$ cat config.mk
export PLATFORM = sky130hd
export DESIGN_NAME = static_mem_ctrl
export DESIGN_NICKNAME = d
export VERILOG_FILES = /design/src/rtl/smc_pkg.sv /design/src/rtl/smc_cfg_regs.sv /design/src/rtl/smc_seq.sv /design/src/rtl/static_mem_ctrl.sv
export SDC_FILE = /design/constraint.sdc
export NUM_CORES = 1
export LEC_CHECK = 0
export ABC_CLOCK_PERIOD_IN_PS = 5100
export BUFFER_PORTS_ARGS = -buffer_cell sky130_fd_sc_hd__buf_2
export CAP_MARGIN = 10
export CORE_ASPECT_RATIO = 0.5
export CORE_MARGIN = 4
export CORE_UTILIZATION = 55
export DETAILED_ROUTE_END_ITERATION = 6
export PLACE_DENSITY = 0.81
export SLEW_MARGIN = 20
export SYNTH_ARGS = -nofsm -noshare
export SYNTH_HDL_FRONTEND = slang
export SYNTH_HIERARCHICAL = 1
export SYNTH_SLANG_ARGS = --single-unit
$ cat constraint.sdc
create_clock -name clk -period 5.1 [get_ports clk]
set_input_delay 1.275 -clock clk [delete_from_list [all_inputs] [get_ports clk]]
set_output_delay 1.275 -clock clk [all_outputs]
set_load 0.005 [all_outputs]
$ cat src/rtl/smc_pkg.sv
package smc_pkg;

    localparam int NUM_CS = 6;
    localparam int SEL_W  = 3;
    localparam int CNT_W  = 4;
    localparam int EN_W   = 10;

    typedef struct packed {
        logic [CNT_W-1:0] recov;
        logic [CNT_W-1:0] whold;
        logic [CNT_W-1:0] wwait;
        logic [CNT_W-1:0] rwait;
        logic [CNT_W-1:0] rhold;
        logic [1:0]       adv_oe;
        logic             ahold;
    } cs_timing_t;

    typedef enum logic [2:0] {
        ST_IDLE,
        ST_ADDR,
        ST_SETUP,
        ST_RSTROBE,
        ST_WSTROBE,
        ST_WHOLD
    } seq_state_t;

    function automatic logic sel_enabled(input logic [EN_W-1:0] en,
                                         input logic [SEL_W-1:0] sel);
        logic ok;
        case (sel)
            3'd0:    ok = |en[1:0];
            3'd1:    ok = |en[3:2];
            3'd2:    ok = en[4];
            3'd3:    ok = en[5];
            3'd4:    ok = |en[7:6];
            3'd5:    ok = |en[9:8];
            default: ok = 1'b0;
        endcase
        return ok;
    endfunction

endpackage

$ cat src/rtl/smc_cfg_regs.sv
module smc_cfg_regs
    import smc_pkg::*;
#(
    parameter int NCS = NUM_CS
) (
    input  logic                 clk,
    input  logic                 rst_n,
    input  logic                 cfg_we,
    input  logic [3:0]           cfg_addr,
    input  logic [31:0]          cfg_wdata,
    input  logic [SEL_W-1:0]     sel,
    output logic [EN_W-1:0]      en_word,
    output cs_timing_t           tim
);

    cs_timing_t cs_tim [NCS];

    // delta fields and reserved bits are accepted without effect
    logic unused_cfg_bits;
    assign unused_cfg_bits = ^{cfg_wdata[23:8], cfg_wdata[31:28] & 4'h0};

    always_ff @(posedge clk or negedge rst_n) begin
        if (!rst_n) begin
            en_word <= '0;
        end else if (cfg_we && cfg_addr == 4'd0) begin
            en_word <= cfg_wdata[EN_W-1:0];
        end
    end

    for (genvar g = 0; g < NCS; g++) begin : g_sel
        localparam logic [3:0] A_OFS = 4'(1 + g);
        localparam logic [3:0] B_OFS = 4'(9 + g);
        always_ff @(posedge clk or negedge rst_n) begin
            if (!rst_n) begin
                cs_tim[g] <= '0;
            end else if (cfg_we && cfg_addr == A_OFS) begin
                cs_tim[g].recov <= cfg_wdata[31:28];
                cs_tim[g].whold <= cfg_wdata[27:24];
                cs_tim[g].wwait <= cfg_wdata[7:4];
                cs_tim[g].rwait <= cfg_wdata[3:0];
            end else if (cfg_we && cfg_addr == B_OFS) begin
                cs_tim[g].rhold  <= cfg_wdata[27:24];
                cs_tim[g].adv_oe <= cfg_wdata[17:16];
                cs_tim[g].ahold  <= cfg_wdata[5];
            end
        end
    end

    always_comb begin
        tim = '0;
        for (int i = 0; i < NCS; i++) begin
            if (sel == i[SEL_W-1:0]) tim = cs_tim[i];
        end
    end

endmodule

$ cat src/rtl/smc_seq.sv
module smc_seq
    import smc_pkg::*;
#(
    parameter int ADDR_W = 20,
    parameter int DATA_W = 16,
    parameter int NCS    = NUM_CS
) (
    input  logic              clk,
    input  logic              rst_n,
    input  logic              req,
    input  logic              req_wr,
    input  logic [SEL_W-1:0]  req_sel,
    input  logic [ADDR_W-1:0] req_addr,
    input  logic [DATA_W-1:0] req_wdata,
    input  logic [EN_W-1:0]   en_word,
    input  cs_timing_t        tim,
    output logic [SEL_W-1:0]  sel_q,
    output logic              req_ready,
    output logic              done,
    output logic [DATA_W-1:0] rd_data,
    output logic [NCS-1:0]    ext_cs_n,
    output logic              ext_oe_n,
    output logic              ext_we_n,
    output logic              ext_addr_vld,
    output logic [ADDR_W-1:0] ext_addr,
    output logic [DATA_W-1:0] ext_dq_out,
    output logic              ext_dq_oe,
    input  logic [DATA_W-1:0] ext_dq_in
);

    seq_state_t        state, nxt_state;
    logic [CNT_W-1:0]  cnt, nxt_cnt;
    logic [CNT_W-1:0]  rec_cnt;
    logic [CNT_W-1:0]  oe_start;
    logic              wr_q, ah_q, last_rd, finish, accept, rec_block;
    logic [ADDR_W-1:0] addr_q;
    logic [DATA_W-1:0] wdata_q;

    assign rec_block = last_rd && (rec_cnt != '0) && (req_wr || req_sel != sel_q);
    assign req_ready = (state == ST_IDLE) && !rec_block;
    assign accept    = req && req_ready && sel_enabled(en_word, req_sel);

    // output enable offset from the select-assert cycle
    always_comb begin
        oe_start = CNT_W'(1);
        if (tim.rhold > oe_start) oe_start = tim.rhold;
        if (CNT_W'(tim.adv_oe) > oe_start) oe_start = CNT_W'(tim.adv_oe);
    end

    // next-state
    always_comb begin
        nxt_state = state;
        nxt_cnt   = cnt;
        finish    = 1'b0;
        unique case (state)
            ST_IDLE: begin
                if (accept) nxt_state = ST_ADDR;
            end
            ST_ADDR: begin
                if (wr_q) begin
                    nxt_state = ST_WSTROBE;
                    nxt_cnt   = tim.wwait;
                end else if (oe_start > CNT_W'(1)) begin
                    nxt_state = ST_SETUP;
                    nxt_cnt   = oe_start - CNT_W'(2);
                end else begin
                    nxt_state = ST_RSTROBE;
                    nxt_cnt   = tim.rwait;
                end
            end
            ST_SETUP: begin
                if (cnt == '0) begin
                    nxt_state = ST_RSTROBE;
                    nxt_cnt   = tim.rwait;
                end else begin
                    nxt_cnt = cnt - 1'b1;
                end
            end
            ST_RSTROBE: begin
                if (cnt == '0) begin
                    nxt_state = ST_IDLE;
                    finish    = 1'b1;
                end else begin
                    nxt_cnt = cnt - 1'b1;
                end
            end
            ST_WSTROBE: begin
                if (cnt == '0) begin
                    if (tim.whold != '0) begin
                        nxt_state = ST_WHOLD;
                        nxt_cnt   = tim.whold - 1'b1;
                    end else begin
                        nxt_state = ST_IDLE;
                        finish    = 1'b1;
                    end
                end else begin
                    nxt_cnt = cnt - 1'b1;
                end
            end
            ST_WHOLD: begin
                if (cnt == '0) begin
                    nxt_state = ST_IDLE;
                    finish    = 1'b1;
                end else begin
                    nxt_cnt = cnt - 1'b1;
                end
            end
            default: nxt_state = ST_IDLE;
        endcase
    end

    // state register
    always_ff @(posedge clk or negedge rst_n) begin
        if (!rst_n) begin
            state <= ST_IDLE;
            cnt   <= '0;
        end else begin
            state <= nxt_state;
            cnt   <= nxt_cnt;
        end
    end

    // request capture, completion and recovery tracking
    always_ff @(posedge clk or negedge rst_n) begin
        if (!rst_n) begin
            sel_q   <= '0;
            wr_q    <= 1'b0;
            addr_q  <= '0;
            wdata_q <= '0;
            ah_q    <= 1'b0;
            done    <= 1'b0;
            rd_data <= '0;
            last_rd <= 1'b0;
            rec_cnt <= '0;
        end else begin
            if (accept) begin
                sel_q   <= req_sel;
                wr_q    <= req_wr;
                addr_q  <= req_addr;
                wdata_q <= req_wdata;
            end
            ah_q <= (state == ST_ADDR) && tim.ahold;
            done <= finish;
            if (finish && !wr_q) rd_data <= ext_dq_in;
            if (finish) begin
                last_rd <= !wr_q;
                rec_cnt <= wr_q ? '0 : tim.recov;
            end else if (rec_cnt != '0) begin
                rec_cnt <= rec_cnt - 1'b1;
            end
        end
    end

    // outputs
    always_comb begin
        ext_cs_n = '1;
        for (int i = 0; i < NCS; i++) begin
            if (state != ST_IDLE && sel_q == i[SEL_W-1:0]) ext_cs_n[i] = 1'b0;
        end
        ext_addr_vld = (state == ST_ADDR);
        ext_addr     = (ext_addr_vld || ah_q) ? addr_q : '0;
        ext_oe_n     = (state != ST_RSTROBE);
        ext_we_n     = (state != ST_WSTROBE);
        ext_dq_oe    = (state == ST_WSTROBE) || (state == ST_WHOLD);
        ext_dq_out   = ext_dq_oe ? wdata_q : '0;
    end

endmodule

$ cat src/rtl/static_mem_ctrl.sv
module static_mem_ctrl
    import smc_pkg::*;
#(
    parameter int ADDR_W = 20,
    parameter int DATA_W = 16
) (
    input  logic              clk,
    input  logic              rst_n,
    input  logic              cfg_we,
    input  logic [3:0]        cfg_addr,
    input  logic [31:0]       cfg_wdata,
    input  logic              req,
    input  logic              req_wr,
    input  logic [2:0]        req_sel,
    input  logic [ADDR_W-1:0] req_addr,
    input  logic [DATA_W-1:0] req_wdata,
    output logic              req_ready,
    output logic              done,
    output logic [DATA_W-1:0] rd_data,
    output logic [5:0]        ext_cs_n,
    output logic              ext_oe_n,
    output logic              ext_we_n,
    output logic              ext_addr_vld,
    output logic [ADDR_W-1:0] ext_addr,
    output logic [DATA_W-1:0] ext_dq_out,
    output logic              ext_dq_oe,
    input  logic [DATA_W-1:0] ext_dq_in
);

    logic [EN_W-1:0]  en_word;
    logic [SEL_W-1:0] sel_q;
    cs_timing_t       tim;

    smc_cfg_regs #(.NCS(NUM_CS)) u_regs (
        .clk       (clk),
        .rst_n     (rst_n),
        .cfg_we    (cfg_we),
        .cfg_addr  (cfg_addr),
        .cfg_wdata (cfg_wdata),
        .sel       (sel_q),
        .en_word   (en_word),
        .tim       (tim)
    );

    smc_seq #(.ADDR_W(ADDR_W), .DATA_W(DATA_W), .NCS(NUM_CS)) u_seq (
        .clk          (clk),
        .rst_n        (rst_n),
        .req          (req),
        .req_wr       (req_wr),
        .req_sel      (req_sel),
        .req_addr     (req_addr),
        .req_wdata    (req_wdata),
        .en_word      (en_word),
        .tim          (tim),
        .sel_q        (sel_q),
        .req_ready    (req_ready),
        .done         (done),
        .rd_data      (rd_data),
        .ext_cs_n     (ext_cs_n),
        .ext_oe_n     (ext_oe_n),
        .ext_we_n     (ext_we_n),
        .ext_addr_vld (ext_addr_vld),
        .ext_addr     (ext_addr),
        .ext_dq_out   (ext_dq_out),
        .ext_dq_oe    (ext_dq_oe),
        .ext_dq_in    (ext_dq_in)
    );

endmodule

==> metrics.txt <==
# TYPE chip_impl_metric gauge
chip_impl_info{name="layout.cells.most_common",value="dfrtp_1"} 1
chip_impl_metric{name="drcViolationCount",unit=""} 0
chip_impl_metric{name="cts.sinks",unit=""} 218
chip_impl_metric{name="numPortBuffers",unit=""} 147
chip_impl_metric{name="synth_enable_flop_cells",unit=""} 0
chip_impl_metric{name="power.share.sequential",unit=""} 0.379
chip_impl_metric{name="layout-drive-gt1-share",unit=""} 0.431
chip_impl_info{name="worstSetupStartpointType",value="flip-flop"} 1
chip_impl_metric{name="vias",unit=""} 7077
chip_impl_metric{name="slew_viol_final",unit=""} 0
chip_impl_metric{name="synth-compound-area-share",unit=""} 0.0709
chip_impl_info{name="yosys.area.top_type",value="dfrtp_1"} 1
chip_impl_info{name="critPathCaptureType",value="flip-flop"} 1
chip_impl_metric{name="die_h",unit="µm"} 107
chip_impl_metric{name="layout_worst_path_cycle_share",unit=""} 0.851
chip_impl_metric{name="postCtsSetupRepairBufs",unit=""} 0
chip_impl_metric{name="cellInternalPower",unit="mW"} 4.66
chip_impl_metric{name="report.final.hold_viol_count",unit=""} 0
chip_impl_metric{name="total_negative_slack_for_setup_checks",unit="ns"} 0
chip_impl_info{name="largest_family_of_logic_cells_by_synthesized_area",value="multiplexers"} 1
chip_impl_metric{name="detailed_place_hpwl",unit="µm"} 16700
chip_impl_metric{name="drv_cap",unit=""} 0
chip_impl_info{name="rsz0062_at_grt",value="no"} 1
chip_impl_metric{name="timing.clock.skew",unit="ns"} 0.0231
chip_impl_metric{name="drt_wl_total",unit="µm"} 24800
chip_impl_metric{name="postRouteAntennaNets",unit=""} 0
chip_impl_metric{name="synth-simple-area-share",unit=""} 0.0740
chip_impl_metric{name="p_sw_frac",unit=""} 0.344
chip_impl_metric{name="cts-root-to-sink-buffers",unit=""} 3
chip_impl_info{name="mostFrequentLayoutCells",value="dfrtp_1 (217), mux2_2 (147), buf_2 (146), mux2i_1 (68), mux2_4 (49)"} 1
chip_impl_metric{name="first_global_vias",unit=""} 7206
chip_impl_metric{name="share_of_synthesized_area_occupied_by_flip_flops_and_latches",unit=""} 0.506
chip_impl_metric{name="layout.nets",unit=""} 1046
chip_impl_metric{name="final_cell_area",unit="µm²"} 12400
chip_impl_metric{name="postLayoutSetupSlackWorst",unit="ns"} 0.760
chip_impl_metric{name="power_switching",unit="mW"} 2.44
chip_impl_info{name="ys_dominant_reg_cell",value="dfrtp_1"} 1
chip_impl_info{name="path_class",value="flip-flop to flip-flop"} 1
chip_impl_metric{name="vias_per_instance",unit=""} 5.82
chip_impl_metric{name="initial_core_util",unit=""} 0.572
chip_impl_metric{name="post_syn_nets",unit=""} 911
chip_impl_metric{name="final_period_minus_worst_setup_slack",unit="ns"} 4.34
chip_impl_metric{name="post_cts_resized",unit=""} 0
chip_impl_metric{name="core_region_area",unit="µm²"} 18800
chip_impl_metric{name="grt_antenna_before_repair",unit=""} 5
chip_impl_metric{name="cts-hold-fix-buffers",unit=""} 0
chip_impl_metric{name="cp_data_arrival_time",unit="ns"} 4.70
chip_impl_metric{name="critical_path_peak_fanout",unit=""} 31
chip_impl_info{name="min-delay-path-class",value="flip-flop to flip-flop"} 1
chip_impl_metric{name="cts.htree.levels",unit=""} 1
chip_impl_metric{name="share_of_the_synthesized_netlist_area_taken_by_xor_and_xnor_gates",unit=""} 0.00894
chip_impl_metric{name="timing.hold.ws",unit="ns"} 0.490
chip_impl_metric{name="timing.critical_path.required",unit="ns"} 5.46
chip_impl_metric{name="clkSlewWorstSetupHoldPaths",unit="ns"} 0.07
chip_impl_metric{name="syn-cell-area",unit="µm²"} 10800
chip_impl_metric{name="drt_pre_antenna_iters",unit=""} 7
chip_impl_metric{name="synthToLayoutAreaGrowth",unit="%"} 15.1
chip_impl_metric{name="share_clk_of_total_power",unit=""} 0.229
chip_impl_info{name="result_of_the_run",value="finished, final reports clean"} 1
chip_impl_metric{name="power.static_leakage",unit="nW"} 5.70
chip_impl_metric{name="pin_count_of_the_biggest_net_entering_global_routing",unit=""} 116
chip_impl_metric{name="power-per-cell-area",unit="nW/µm²"} 573
chip_impl_metric{name="synth_largest_type_area_fraction",unit=""} 0.506
chip_impl_metric{name="synthAdderAreaFrac",unit=""} 0.00929
chip_impl_metric{name="gr-total-overflow",unit=""} 0
chip_impl_info{name="post_synth_main_area_contributors",value="dfrtp_1 (51%), mux2_2 (15%), mux2_4 (6.8%), mux2i_1 (6.3%), a221oi_1 (1.9%)"} 1
chip_impl_metric{name="die_area",unit="µm²"} 22000
chip_impl_metric{name="gr-usage-all-layers",unit=""} 0.224
chip_impl_metric{name="globalplace.congestion",unit=""} 0.895
chip_impl_metric{name="synth.avg_cell_area",unit="µm²"} 13.4
chip_impl_metric{name="utilization",unit=""} 0.659
chip_impl_metric{name="slew-limit-headroom",unit=""} 0.336
chip_impl_metric{name="grt_pass1_wl",unit="µm"} 39400
chip_impl_metric{name="synth-seq-cells",unit=""} 218
chip_impl_metric{name="irDropWorstVdd",unit="V"} 0.000299
chip_impl_metric{name="total_cts_buffers",unit=""} 20
chip_impl_metric{name="drt_first_iter_violations",unit=""} 602
chip_impl_metric{name="tightest_slew",unit="ns"} 0.988
chip_impl_metric{name="die_span_in_x",unit="µm"} 206
chip_impl_metric{name="wire_per_inst",unit="µm"} 20.4
chip_impl_metric{name="synth_cells",unit=""} 807
chip_impl_metric{name="worstSkewPairLatency",unit="ns"} 0.51
chip_impl_metric{name="async_flop_share",unit=""} 1.00
chip_impl_metric{name="yosysWarningCount",unit=""} 6
chip_impl_metric{name="fmax",unit="MHz"} 230
chip_impl_info{name="cts_tree",value="done"} 1
chip_impl_metric{name="preCtsSetupSlack",unit="ns"} 0.939
chip_impl_info{name="clockRootBuffer",value="clkbuf_16"} 1
chip_impl_metric{name="synth_cell_type_count",unit=""} 60
chip_impl_metric{name="io_pins",unit=""} 160
chip_impl_metric{name="yosys-mux-area-fraction",unit=""} 0.294
chip_impl_metric{name="std_cell_rows",unit=""} 35
chip_impl_metric{name="placement.cell_area",unit="µm²"} 11700
chip_impl_metric{name="portion_of_total_power_attributed_to_combinational_logic",unit=""} 0.392
chip_impl_metric{name="setup_viol_count_final",unit=""} 0
## cells by family (layout without fill, tap and decap cells)
kind of cell,Yosys count,in the layout
simple gates,125,125
compound gates,102,102
flops,218,218
xor+xnor,11,11
buf+inv,70,219
fa+ha+maj,8,8
mux,273,273
other cells,0,2
## cell usage after synthesis, types with 10 or more instances
library cell	number
nor3_1	11
nor2b_1	27
and2_1	18
mux2_4	49
a221oi_1	23
dfrtp_1	218
clkbuf_1	23
inv_1	16
o21a_1	24
buf_2	13
nor2_1	13
mux2_2	147
o21ai_0	10
mux2i_1	68
a21oi_1	11
## registers in the layout, summed over array words and instances (netlist names)
| signal | flops |
|---|---|
| u_seq/sel_q | 3 |
| u_seq/wdata_q | 16 |
| u_seq/ah_q | 1 |
| u_seq/rd_data | 16 |
| u_seq/state | 3 |
| u_seq/addr_q | 20 |
| u_seq/wr_q | 1 |
| u_seq/rec_cnt | 4 |
| u_seq/last_rd | 1 |
| u_seq/done | 1 |
| u_regs/en_word | 10 |
| u_regs/cs_tim | 138 |
| u_seq/cnt | 4 |
## per-layer routing
layer,share of wire,global-route usage,routed length (µm)
met5,0.0017,0,42
met4,0.015,0.0408,380
met3,0.079,0.0559,1950
met2,0.44,0.343,10900
met1,0.47,0.330,11600
## path summary, 6_finish.rpt
| check | start | to | slack [ns] | cells past startpoint |
|---|---|---|---|---|
| max in group asynchronous | rst_n | u_seq/addr_q[3]$_DFFE_PN0P_ | 3.12 | 2 |
| worst min register to register | u_seq/rd_data[15]$_DFFE_PN0P_ | u_seq/rd_data[15]$_DFFE_PN0P_ | 0.49 | 1 |
| worst max-delay path | u_seq/sel_q[0]$_DFFE_PN0P_ | u_seq/cnt[3]$_DFFE_PN0P_ | 0.76 | 14 |
| worst max register to register | u_seq/sel_q[0]$_DFFE_PN0P_ | u_seq/cnt[3]$_DFFE_PN0P_ | 0.76 | 14 |
| worst min-delay path | u_seq/rd_data[15]$_DFFE_PN0P_ | u_seq/rd_data[15]$_DFFE_PN0P_ | 0.49 | 1 |
| min in group asynchronous | rst_n | u_regs/cs_tim[74]$_DFFE_PN0P_ | 0.90 | 1 |
## through the flow
step                      power [mW]  instances
after global placement          5.33       1179
after detailed placement        5.46       1179
after global routing            7.52       1216
after CTS                       7.11       1215
after floorplan                 4.62        807
final                           7.11       1217
## layout make-up
class | count | area [µm²]
Fill cell | 1367 | 6430
Sequential cell | 218 | 5460
Multi-Input combinational cell | 519 | 4940
Timing Repair Buffer | 167 | 895
Clock buffer | 29 | 594
Tap cell | 259 | 324
Clock inverter | 7 | 124
Inverter | 16 | 60.1
Antenna cell | 2 | 5.00
## power groups by stage
stage	Combinational, mW	Sequential (mW)	Clock, mW
5_1_grt	3.02	2.77	1.73
6_report	2.79	2.69	1.63
3_3_place_gp	2.66	2.67	0
4_1_cts	2.77	2.68	1.65
2_1_floorplan	2.10	2.52	0
3_5_place_dp	2.74	2.71	0
## critical path: stages, from the launching register on
cell and delay (ns):
dfrtp_4 0.80, mux2i_1 0.17, o21a_1 0.19, a221oi_1 0.75, or3_1 0.27, nand2b_1 0.10
ha_1 0.28, a211oi_1 0.34, o21a_1 0.25, mux2i_1 0.32, ha_1 0.22, xnor2_1 0.12
o211ai_1 0.11, o211ai_1 0.12, a32oi_1 0.11
Note: power is estimated with default switching activity, not from simulation.
